## config.mk

```make
export PLATFORM = sky130hd
export DESIGN_NAME = membank_arbiter
export DESIGN_NICKNAME = d
export VERILOG_FILES = /design/src/rtl/membank_pkg.sv /design/src/rtl/mb_bank_filter.sv /design/src/rtl/mb_prio_pick.sv /design/src/rtl/mb_busy_track.sv /design/src/rtl/mb_read_return.sv /design/src/rtl/membank_arbiter.sv
export SDC_FILE = /design/constraint.sdc
export NUM_CORES = 1
export LEC_CHECK = 0
export BUFFER_PORTS_ARGS = -buffer_cell sky130_fd_sc_hd__buf_2
export CORE_AREA = 2 2 128 130
export CTS_BUF_LIST = sky130_fd_sc_hd__clkbuf_16
export DETAILED_ROUTE_END_ITERATION = 6
export DIE_AREA = 0 0 130 132
export RECOVER_POWER = 25
export SLEW_MARGIN = 20
export SYNTH_ARGS = -nofsm -noshare
export SYNTH_HDL_FRONTEND = slang
export SYNTH_SLANG_ARGS = --single-unit
```

## constraint.sdc

```tcl
create_clock -name clk -period 2.16 [get_ports clk]
set_input_delay 0 -clock clk [delete_from_list [all_inputs] [get_ports clk]]
set_output_delay 0 -clock clk [all_outputs]
set_load 0.005 [all_outputs]
```

## src/rtl/membank_pkg.sv

```systemverilog
`timescale 1ns/1ps
// Shared constants and types for the banked memory arbiter.
// Assumes exactly four request sources in fixed priority order.
package membank_pkg;
    localparam int NUM_SRC = 4;
    localparam int SRC_W   = 2;

    // Source numbering doubles as priority: lower value wins.
    typedef enum logic [SRC_W-1:0] {
        SRC_IFETCH = 2'd0,
        SRC_DATA   = 2'd1,
        SRC_DMA    = 2'd2,
        SRC_MAINT  = 2'd3
    } src_id_e;
endpackage

```

## src/rtl/mb_bank_filter.sv

```systemverilog
`timescale 1ns/1ps
// Marks each request eligible when the bank it targets is not busy.
// Assumes bank numbers arrive already extracted, BANK_BITS per source.
module mb_bank_filter #(
    parameter int NSRC      = 4,
    parameter int BANK_BITS = 2,
    localparam int NBANK    = 1 << BANK_BITS
) (
    input  logic [NSRC-1:0]           req,
    input  logic [NSRC*BANK_BITS-1:0] bank,
    input  logic [NBANK-1:0]          busy,
    output logic [NSRC-1:0]           elig
);
    for (genvar i = 0; i < NSRC; i++) begin : g_src
        logic [BANK_BITS-1:0] b_i;
        // Pick this source's bank and test it against the busy map.
        assign b_i     = bank[i*BANK_BITS +: BANK_BITS];
        assign elig[i] = req[i] & ~busy[b_i];
    end
endmodule

```

## src/rtl/mb_prio_pick.sv

```systemverilog
`timescale 1ns/1ps
// Fixed-priority one-hot selector; bit 0 has the highest priority.
// Assumes 'allow' low forces no selection (used to hold off grants in reset).
module mb_prio_pick #(
    parameter int N  = 4,
    localparam int IW = (N > 1) ? $clog2(N) : 1
) (
    input  logic          allow,
    input  logic [N-1:0]  elig,
    output logic [N-1:0]  gnt,
    output logic [IW-1:0] idx,
    output logic          any
);
    // Scan from lowest to highest priority so the last hit (lowest index) wins.
    always_comb begin
        gnt = '0;
        idx = '0;
        any = 1'b0;
        for (int i = N - 1; i >= 0; i--) begin
            if (allow && elig[i]) begin
                gnt    = '0;
                gnt[i] = 1'b1;
                idx    = IW'(i);
                any    = 1'b1;
            end
        end
    end
endmodule

```

## src/rtl/mb_busy_track.sv

```systemverilog
`timescale 1ns/1ps
// Holds the one-cycle busy map: the bank accessed last cycle is busy now.
// Assumes each access occupies its bank for exactly two cycles.
module mb_busy_track #(
    parameter int BANK_BITS = 2,
    localparam int NBANK    = 1 << BANK_BITS
) (
    input  logic                 clk,
    input  logic                 rst_n,
    input  logic                 take,
    input  logic [BANK_BITS-1:0] bank,
    output logic [NBANK-1:0]     busy
);
    // Record the bank of this cycle's grant for use next cycle.
    always_ff @(posedge clk) begin
        if (!rst_n)    busy <= '0;
        else if (take) busy <= NBANK'(1) << bank;
        else           busy <= '0;
    end
endmodule

```

## src/rtl/mb_read_return.sv

```systemverilog
`timescale 1ns/1ps
// Two-stage tag pipeline that flags returning read data and its owner.
// Assumes memory read data is valid exactly two cycles after the command.
module mb_read_return
    import membank_pkg::*;
(
    input  logic             clk,
    input  logic             rst_n,
    input  logic             issue,
    input  logic [SRC_W-1:0] src,
    output logic             rd_valid,
    output logic [SRC_W-1:0] rd_src
);
    logic    v1, v2;
    src_id_e s1, s2;

    // Shift the read tag through two stages.
    always_ff @(posedge clk) begin
        if (!rst_n) begin
            v1 <= 1'b0;
            v2 <= 1'b0;
            s1 <= SRC_IFETCH;
            s2 <= SRC_IFETCH;
        end else begin
            v1 <= issue;
            s1 <= src_id_e'(src);
            v2 <= v1;
            s2 <= s1;
        end
    end

    assign rd_valid = v2;
    assign rd_src   = s2;
endmodule

```

## src/rtl/membank_arbiter.sv

```systemverilog
`timescale 1ns/1ps
// Arbiter in front of a banked memory with four prioritized sources.
// Grants one request per cycle, stalls requests to a bank used last cycle,
// forwards the granted command and tags read returns by source.
// Assumes requesters hold request, address and data stable while stalled.
module membank_arbiter
    import membank_pkg::*;
#(
    parameter int ADDR_W    = 16,
    parameter int DATA_W    = 32,
    parameter int BANK_BITS = 2,
    parameter int BANK_LSB  = 4
) (
    input  logic                      clk,
    input  logic                      rst_n,
    input  logic [NUM_SRC-1:0]        src_req,
    input  logic [NUM_SRC-1:0]        src_we,
    input  logic [NUM_SRC*ADDR_W-1:0] src_addr,
    input  logic [NUM_SRC*DATA_W-1:0] src_wdata,
    output logic [NUM_SRC-1:0]        src_gnt,
    output logic [NUM_SRC-1:0]        src_stall,
    output logic                      mem_en,
    output logic                      mem_we,
    output logic [ADDR_W-1:0]         mem_addr,
    output logic [DATA_W-1:0]         mem_wdata,
    input  logic [DATA_W-1:0]         mem_rdata,
    output logic                      rd_valid,
    output logic [SRC_W-1:0]          rd_src,
    output logic [DATA_W-1:0]         rd_data
);
    localparam int NBANK = 1 << BANK_BITS;

    logic [NUM_SRC*BANK_BITS-1:0] src_bank;
    logic [NBANK-1:0]             busy;
    logic [NUM_SRC-1:0]           elig;
    logic [SRC_W-1:0]             win_idx;
    logic                         win_any;
    logic [BANK_BITS-1:0]         win_bank;

    // Extract the bank field of every source address.
    for (genvar i = 0; i < NUM_SRC; i++) begin : g_bank
        assign src_bank[i*BANK_BITS +: BANK_BITS] =
            src_addr[i*ADDR_W + BANK_LSB +: BANK_BITS];
    end

    mb_bank_filter #(.NSRC(NUM_SRC), .BANK_BITS(BANK_BITS)) filt_i (
        .req  (src_req),
        .bank (src_bank),
        .busy (busy),
        .elig (elig)
    );

    mb_prio_pick #(.N(NUM_SRC)) pick_i (
        .allow (rst_n),
        .elig  (elig),
        .gnt   (src_gnt),
        .idx   (win_idx),
        .any   (win_any)
    );

    assign win_bank = src_bank[win_idx*BANK_BITS +: BANK_BITS];

    mb_busy_track #(.BANK_BITS(BANK_BITS)) busy_i (
        .clk   (clk),
        .rst_n (rst_n),
        .take  (win_any),
        .bank  (win_bank),
        .busy  (busy)
    );

    // Forward the winning source's command to the memory.
    always_comb begin
        mem_en    = win_any;
        mem_we    = win_any & src_we[win_idx];
        mem_addr  = src_addr[win_idx*ADDR_W +: ADDR_W];
        mem_wdata = src_wdata[win_idx*DATA_W +: DATA_W];
    end

    assign src_stall = src_req & ~src_gnt;

    mb_read_return rr_i (
        .clk      (clk),
        .rst_n    (rst_n),
        .issue    (win_any & ~src_we[win_idx]),
        .src      (win_idx),
        .rd_valid (rd_valid),
        .rd_src   (rd_src)
    );

    assign rd_data = mem_rdata;
endmodule

```

* Yosys cells after proc, flatten, opt, wreduce, memory -nomap -nowiden
Index checks and enable logic that the tools add are counted.
Word-level totals: flip-flop bits (word level) 10, input port bits 234, word-level logic and storage cells 54
Cells by class: magnitude comparators 5, shift-type cells 4, muxes and demuxes 22, bitwise gates (word level) 13, reductions and logical operators 5
Operators with widths (count):
- variable part select 128 x 8 -> 32 bit | 1
- variable part select 64 x 7 -> 16 bit | 1
- 2-to-1 mux 4 bit | 4
- less-than comparator 2 x 3 -> 1 bit (second input constant) | 5
- binary-select mux 1 bit (select 2 bit) | 5
- 2-to-1 mux 1 bit | 9
- 2-to-1 mux 2 bit | 4
- variable part select 8 x 4 -> 2 bit | 1
- bitwise AND 1 bit | 6
- NOT 1 bit | 5
- bitwise AND 4 bit | 1
- logical AND 1 bit | 4
- NOT 4 bit | 1
- << shifter 1 x 2 -> 4 bit (first input constant) | 1
- AND reduction 2 bit | 1

* Depth between registers and ports, before layout
depth after elaboration 13, gate-level depth with buffers 10, depth with buffers taken out 7

* Cells and area by module
A second synthesis with hierarchy kept.
Unflattened totals: cells, all modules 139, area total of the unflattened synthesis 1980.6 um2
Modules (own cells, without submodules):
- membank_arbiter | instances 1, cells an instance 98, area each 1508.9 um2, sequential area each 0.0 um2
- mb_read_return | instances 1, cells an instance 12, area each 157.7 um2, sequential area each 120.1 um2
- mb_busy_track | instances 1, cells an instance 8, area each 125.1 um2, sequential area each 80.1 um2
- mb_bank_filter | instances 1, cells an instance 8, area each 115.1 um2, sequential area each 0.0 um2
- mb_prio_pick | instances 1, cells an instance 13, area each 73.8 um2, sequential area each 0.0 um2

* Least setup slack after synthesis
Ideal clock, no wire load.
path type flip-flop to output port, from register busy_i.busy[0], to output mem_addr[0], data arrival time 1.745 ns, data required time 2.160 ns, path slack 0.415 ns, stages on the path, launching flop included 11, path buffers 3, path through dfxtp_1 mux2i_1 and2_4 a21oi_4 inv_2 a211o_1 buf_2 buf_6 buf_6 mux2i_1 mux2i_1
On the way: cells in the longest elaborated chain, start to end 10, elaborated cells on any way between the ends 25
Ends and longest elaborated chain:
- start, declared | RTL line mb_busy_track.sv:12 | output logic [NBANK-1:0] busy
- start signal, assigned | RTL line mb_busy_track.sv:17 | else if (take) busy <= NBANK'(1) << bank;
- binary-select mux 1 bit (select 2 bit) | RTL line mb_bank_filter.sv:18 | assign elig[i] = req[i] & ~busy[b_i];
- 2-to-1 mux 1 bit (not written as such) | RTL line mb_bank_filter.sv:18
- NOT 1 bit | RTL line mb_bank_filter.sv:18
- bitwise AND 1 bit | RTL line mb_bank_filter.sv:18
- logical AND 1 bit | RTL line mb_prio_pick.sv:20 | if (allow && elig[i]) begin
- 2-to-1 mux 2 bit (3 in a row) | RTL line mb_prio_pick.sv:20
- 2-to-1 mux 2 bit * | RTL line mb_prio_pick.sv:20
- variable part select 64 x 7 -> 16 bit * | RTL line membank_arbiter.sv:75 | mem_addr = src_addr[win_idx*ADDR_W +: ADDR_W];
- end, declared | RTL line membank_arbiter.sv:24 | output logic [ADDR_W-1:0] mem_addr,
Every way passes the cells marked *; elsewhere a longest branch is shown, timed or not. The select of a mux whose other input is x is not followed.

* Final worst setup path
from register busy_i.busy[0], to output mem_wdata[31]
On the way: cells in the longest elaborated chain, start to end 10, elaborated cells on any way between the ends 25
Ends and longest elaborated chain:
- binary-select mux 1 bit (select 2 bit) | RTL line mb_bank_filter.sv:18
- 2-to-1 mux 1 bit (not written as such) | RTL line mb_bank_filter.sv:18
- NOT 1 bit | RTL line mb_bank_filter.sv:18
- bitwise AND 1 bit | RTL line mb_bank_filter.sv:18
- logical AND 1 bit | RTL line mb_prio_pick.sv:20
- 2-to-1 mux 2 bit (3 in a row) | RTL line mb_prio_pick.sv:20
- 2-to-1 mux 2 bit * | RTL line mb_prio_pick.sv:20
- variable part select 128 x 8 -> 32 bit * | RTL line membank_arbiter.sv:76 | mem_wdata = src_wdata[win_idx*DATA_W +: DATA_W];
- end, declared | RTL line membank_arbiter.sv:25 | output logic [DATA_W-1:0] mem_wdata,
Marked as above.

==> out/qor.csv <==
stage,metric,value,unit
clock_tree,clk_latency,230,ps
timing,worst_slew_pin_slew,408,ps
grt,grt_usage,0.110,
clock_tree,cts_buffer_depth,2,
grt,antenna_found_initial,0,
power,peakVddDrop,0.000214,V
detailed_routing,firstDrtPassIters,4,
min_path,hold_class,input pin to output port,
detailed_routing,routed_wl,10.4,mm
finish,final_cells,723,
worst_setup_path,endpoint_kind,output port,
detailed_routing,remaining_drc_errors,0,
timing,final_max_slew_viol_count,0,
detailed_routing,drtAntennaViolNets,0,
synth,synth-seq-cells,10,
die,initial_core_util,0.156,
timing,setup_viol,0,
clock_tree,cts-root-buf,clkbuf_16,
timing,finalClockSkew,0.734,ps
worst_setup_path,required,2160,ps
die,top_level_ports,327,
finish,diodes,0,
timing,period_share,0.989,
power,leakage,0.00247,µW
clock_tree,cts-hold-fix-buffers,0,
synth,syn_area_per_cell,9.17,µm²
detailed_routing,drt-initial-drc-count,64,
place,gp_congestion,0.792,
job,max_cap_viol_count,0,
worst_setup_path,path_class,flip-flop to output port,
synth,ys_types,38,
place,numPortBuffers,262,
clock_tree,htreeDepth,1,
timing,period_minus_slack,2140,ps
finish,synthToLayoutAreaGrowth,65.6,%
synth,synthCells,268,
grt,grt_pass1_wl,15.2,mm
worst_setup_path,critPathMaxFanout,19,
finish,fin_nets,742,
timing,maxSlewHeadroom,0.721,
clock_tree,cts-buffers-inserted,3,
die,dieArea,17200,µm²
die,core_area,15700,µm²
die,die_h,132,µm
place,dp_cells,712,
place,place_hpwl,8.90,mm
synth,netlist_area,2460,µm²
synth,synth_top_area_share,0.591,
power,p_per_area,495,nW/µm²
die,fp-row-count,46,
clock_tree,clock_sinks,10,
finish,postLayoutCoreUtil,0.259,
detailed_routing,vias,2904,
timing,setup_tns,0,ps
synth,synth-seq-area-share,0.0815,
detailed_routing,wire_per_inst,14.4,µm
grt,grt_max_degree,32,
synth,ys_warn_count,0,
place,dpl-instance-area,3840,µm²
grt,grt_pass1_vias,2900,
finish,final_cell_area,4070,µm²
timing,fmax,468,MHz
clock_tree,cts_tree,yes,
finish,drive_gt1_frac,0.596,
clock_tree,clk_pin_slew,40,ps
detailed_routing,vias_per_cell,4.02,
grt,grt_overflow_total,0,
die,die_width,130,µm
timing,rsz0062_at_grt,true,
synth,yosys.area.top_type,mux2i_1,
power,p_total,2010,µW
timing,hold_viol,0,
synth,ys_top_cells_by_area,"mux2i_1, buf_4, dfxtp_1",
synth,syn_nets,502,
run_status,outcome,"complete, no violations",
worst_setup_path,cp-start-kind,flip-flop,
worst_setup_path,arrival,2140,ps
==> worst max-delay path, stage by stage (launching register included) <==
cell	delay [ps]
dfxtp_2	330
mux2_4	290
a2bb2oi_4	180
a211o_4	360
buf_4	240
mux2i_2	190
mux2i_1	160
buf_2	140
==> what timing repair did <==
action	in CTS	in global routing
gates cloned	1	0
gates resized for setup	7	11
pin swaps	1	1
setup endpoints to repair	42	47
buffers inserted	7	0
==> report_power, final <==
| part | leakage (µW) | internal, µW | switching, µW |
|---|---|---|---|
| logic | 0.00235 | 801 | 651 |
| registers | 0.0000838 | 219 | 23.4 |
| clock network | 0.0000385 | 242 | 75.7 |
==> per-stage QoR <==
| step | hold slack, ps | setup slack (ps) |
|---|---|---|
| after floorplan | 80.8 | 415 |
| after global placement | 0.0346 | 142 |
| after detailed placement | 0.0346 | 136 |
| after CTS | 0.0346 | 0.920 |
| after global routing | 0.00854 | -66.5 |
| final | 0.00200 | 23.8 |
==> final cells by class <==
class                   count  area, µm²
well taps                 216        270
clock buffers               3       75.1
clock inverters             1       3.75
repair buffers            284       1580
inverters                   2       7.51
multi-input cells         207       1930
fillers                  1720      11600
flip-flops and latches     10        204
==> cell usage after synthesis <==
| master | number |
|---|---|
| buf_4 | 32 |
| inv_1 | 1 |
| nand2_1 | 3 |
| a311o_1 | 1 |
| nor2_1 | 8 |
| buf_2 | 8 |
| a22o_1 | 1 |
| a2111oi_0 | 1 |
| and3_1 | 4 |
| mux2_2 | 1 |
| a21o_1 | 1 |
| nor2b_1 | 5 |
| buf_6 | 8 |
| nand3b_1 | 2 |
| and2_4 | 1 |
| o2bb2ai_1 | 1 |
| a31oi_1 | 2 |
| a2bb2oi_1 | 1 |
| o21a_1 | 2 |
| a22oi_1 | 2 |
| nor3b_1 | 1 |
| dfxtp_1 | 10 |
| and3b_1 | 3 |
| a21oi_1 | 5 |
| inv_2 | 1 |
| mux2i_1 | 145 |
| nor3_1 | 2 |
| a21oi_4 | 1 |
| nand3_1 | 1 |
| clkbuf_2 | 1 |
| a211o_1 | 2 |
| a22oi_2 | 1 |
| o221ai_1 | 1 |
| o21ai_0 | 1 |
| a2bb2oi_2 | 1 |
| nand2b_1 | 1 |
| nand4b_1 | 1 |
| and2_1 | 5 |
==> routing by layer <==
layer,share of wire,up-vias,global-route usage
met2,0.51,139,0.205
met4,0.0057,0,0.00956
met3,0.081,12,0.0272
met5,0,-,0
met1,0.40,1311,0.131
li1,-,1442,-
==> worst paths after layout <==
check | from | to | slack, ps | cells after the start
worst min register to register | rr_i.v1 | rr_i.rd_valid | 430 | 1
worst max-delay path | busy_i.busy[0] | mem_wdata[31] | 20 | 7
worst min-delay path | mem_rdata[1] | rd_data[1] | 0.002 | 0
worst max register to register | busy_i.busy[0] | busy_i.busy[3] | 250 | 6
==> cell families after synthesis <==
family | after synthesis | synth area share
compound gates | 24 | 0.0794
flops | 10 | 0.0815
mux | 146 | 0.595
buf+inv | 51 | 0.156
simple gates | 37 | 0.0881
==> state kept, by name, indices dropped and copies added, names as in the netlist <==
| register | cells |
|---|---|
| busy_i.busy | 4 |
| rr_i.v1 | 1 |
| rr_i.s1 | 2 |
| rr_i.rd_valid | 1 |
| rr_i.rd_src | 2 |
==> layout by cell type, fill, tap and decap left out, types with 2 or more instances in the layout <==
cell type  Yosys  final
nand3b_1       2      2
a22oi_1        2      2
buf_16         0      2
nor2_1         8      8
a31oi_1        2      2
mux2i_1      145    142
and2_1         5      5
mux2i_2        0      2
buf_2          8    262
nor2b_1        5      5
dfxtp_1       10      7
nand2_1        3      3
a21oi_1        5      5
buf_6          8      4
dfxtp_2        0      3
buf_4         32     12
nor3_1         2      2
and3_1         4      4
clkbuf_16      0      3
and3b_1        3      3
buf_12         0      3
(Power assumes the default switching activity.)
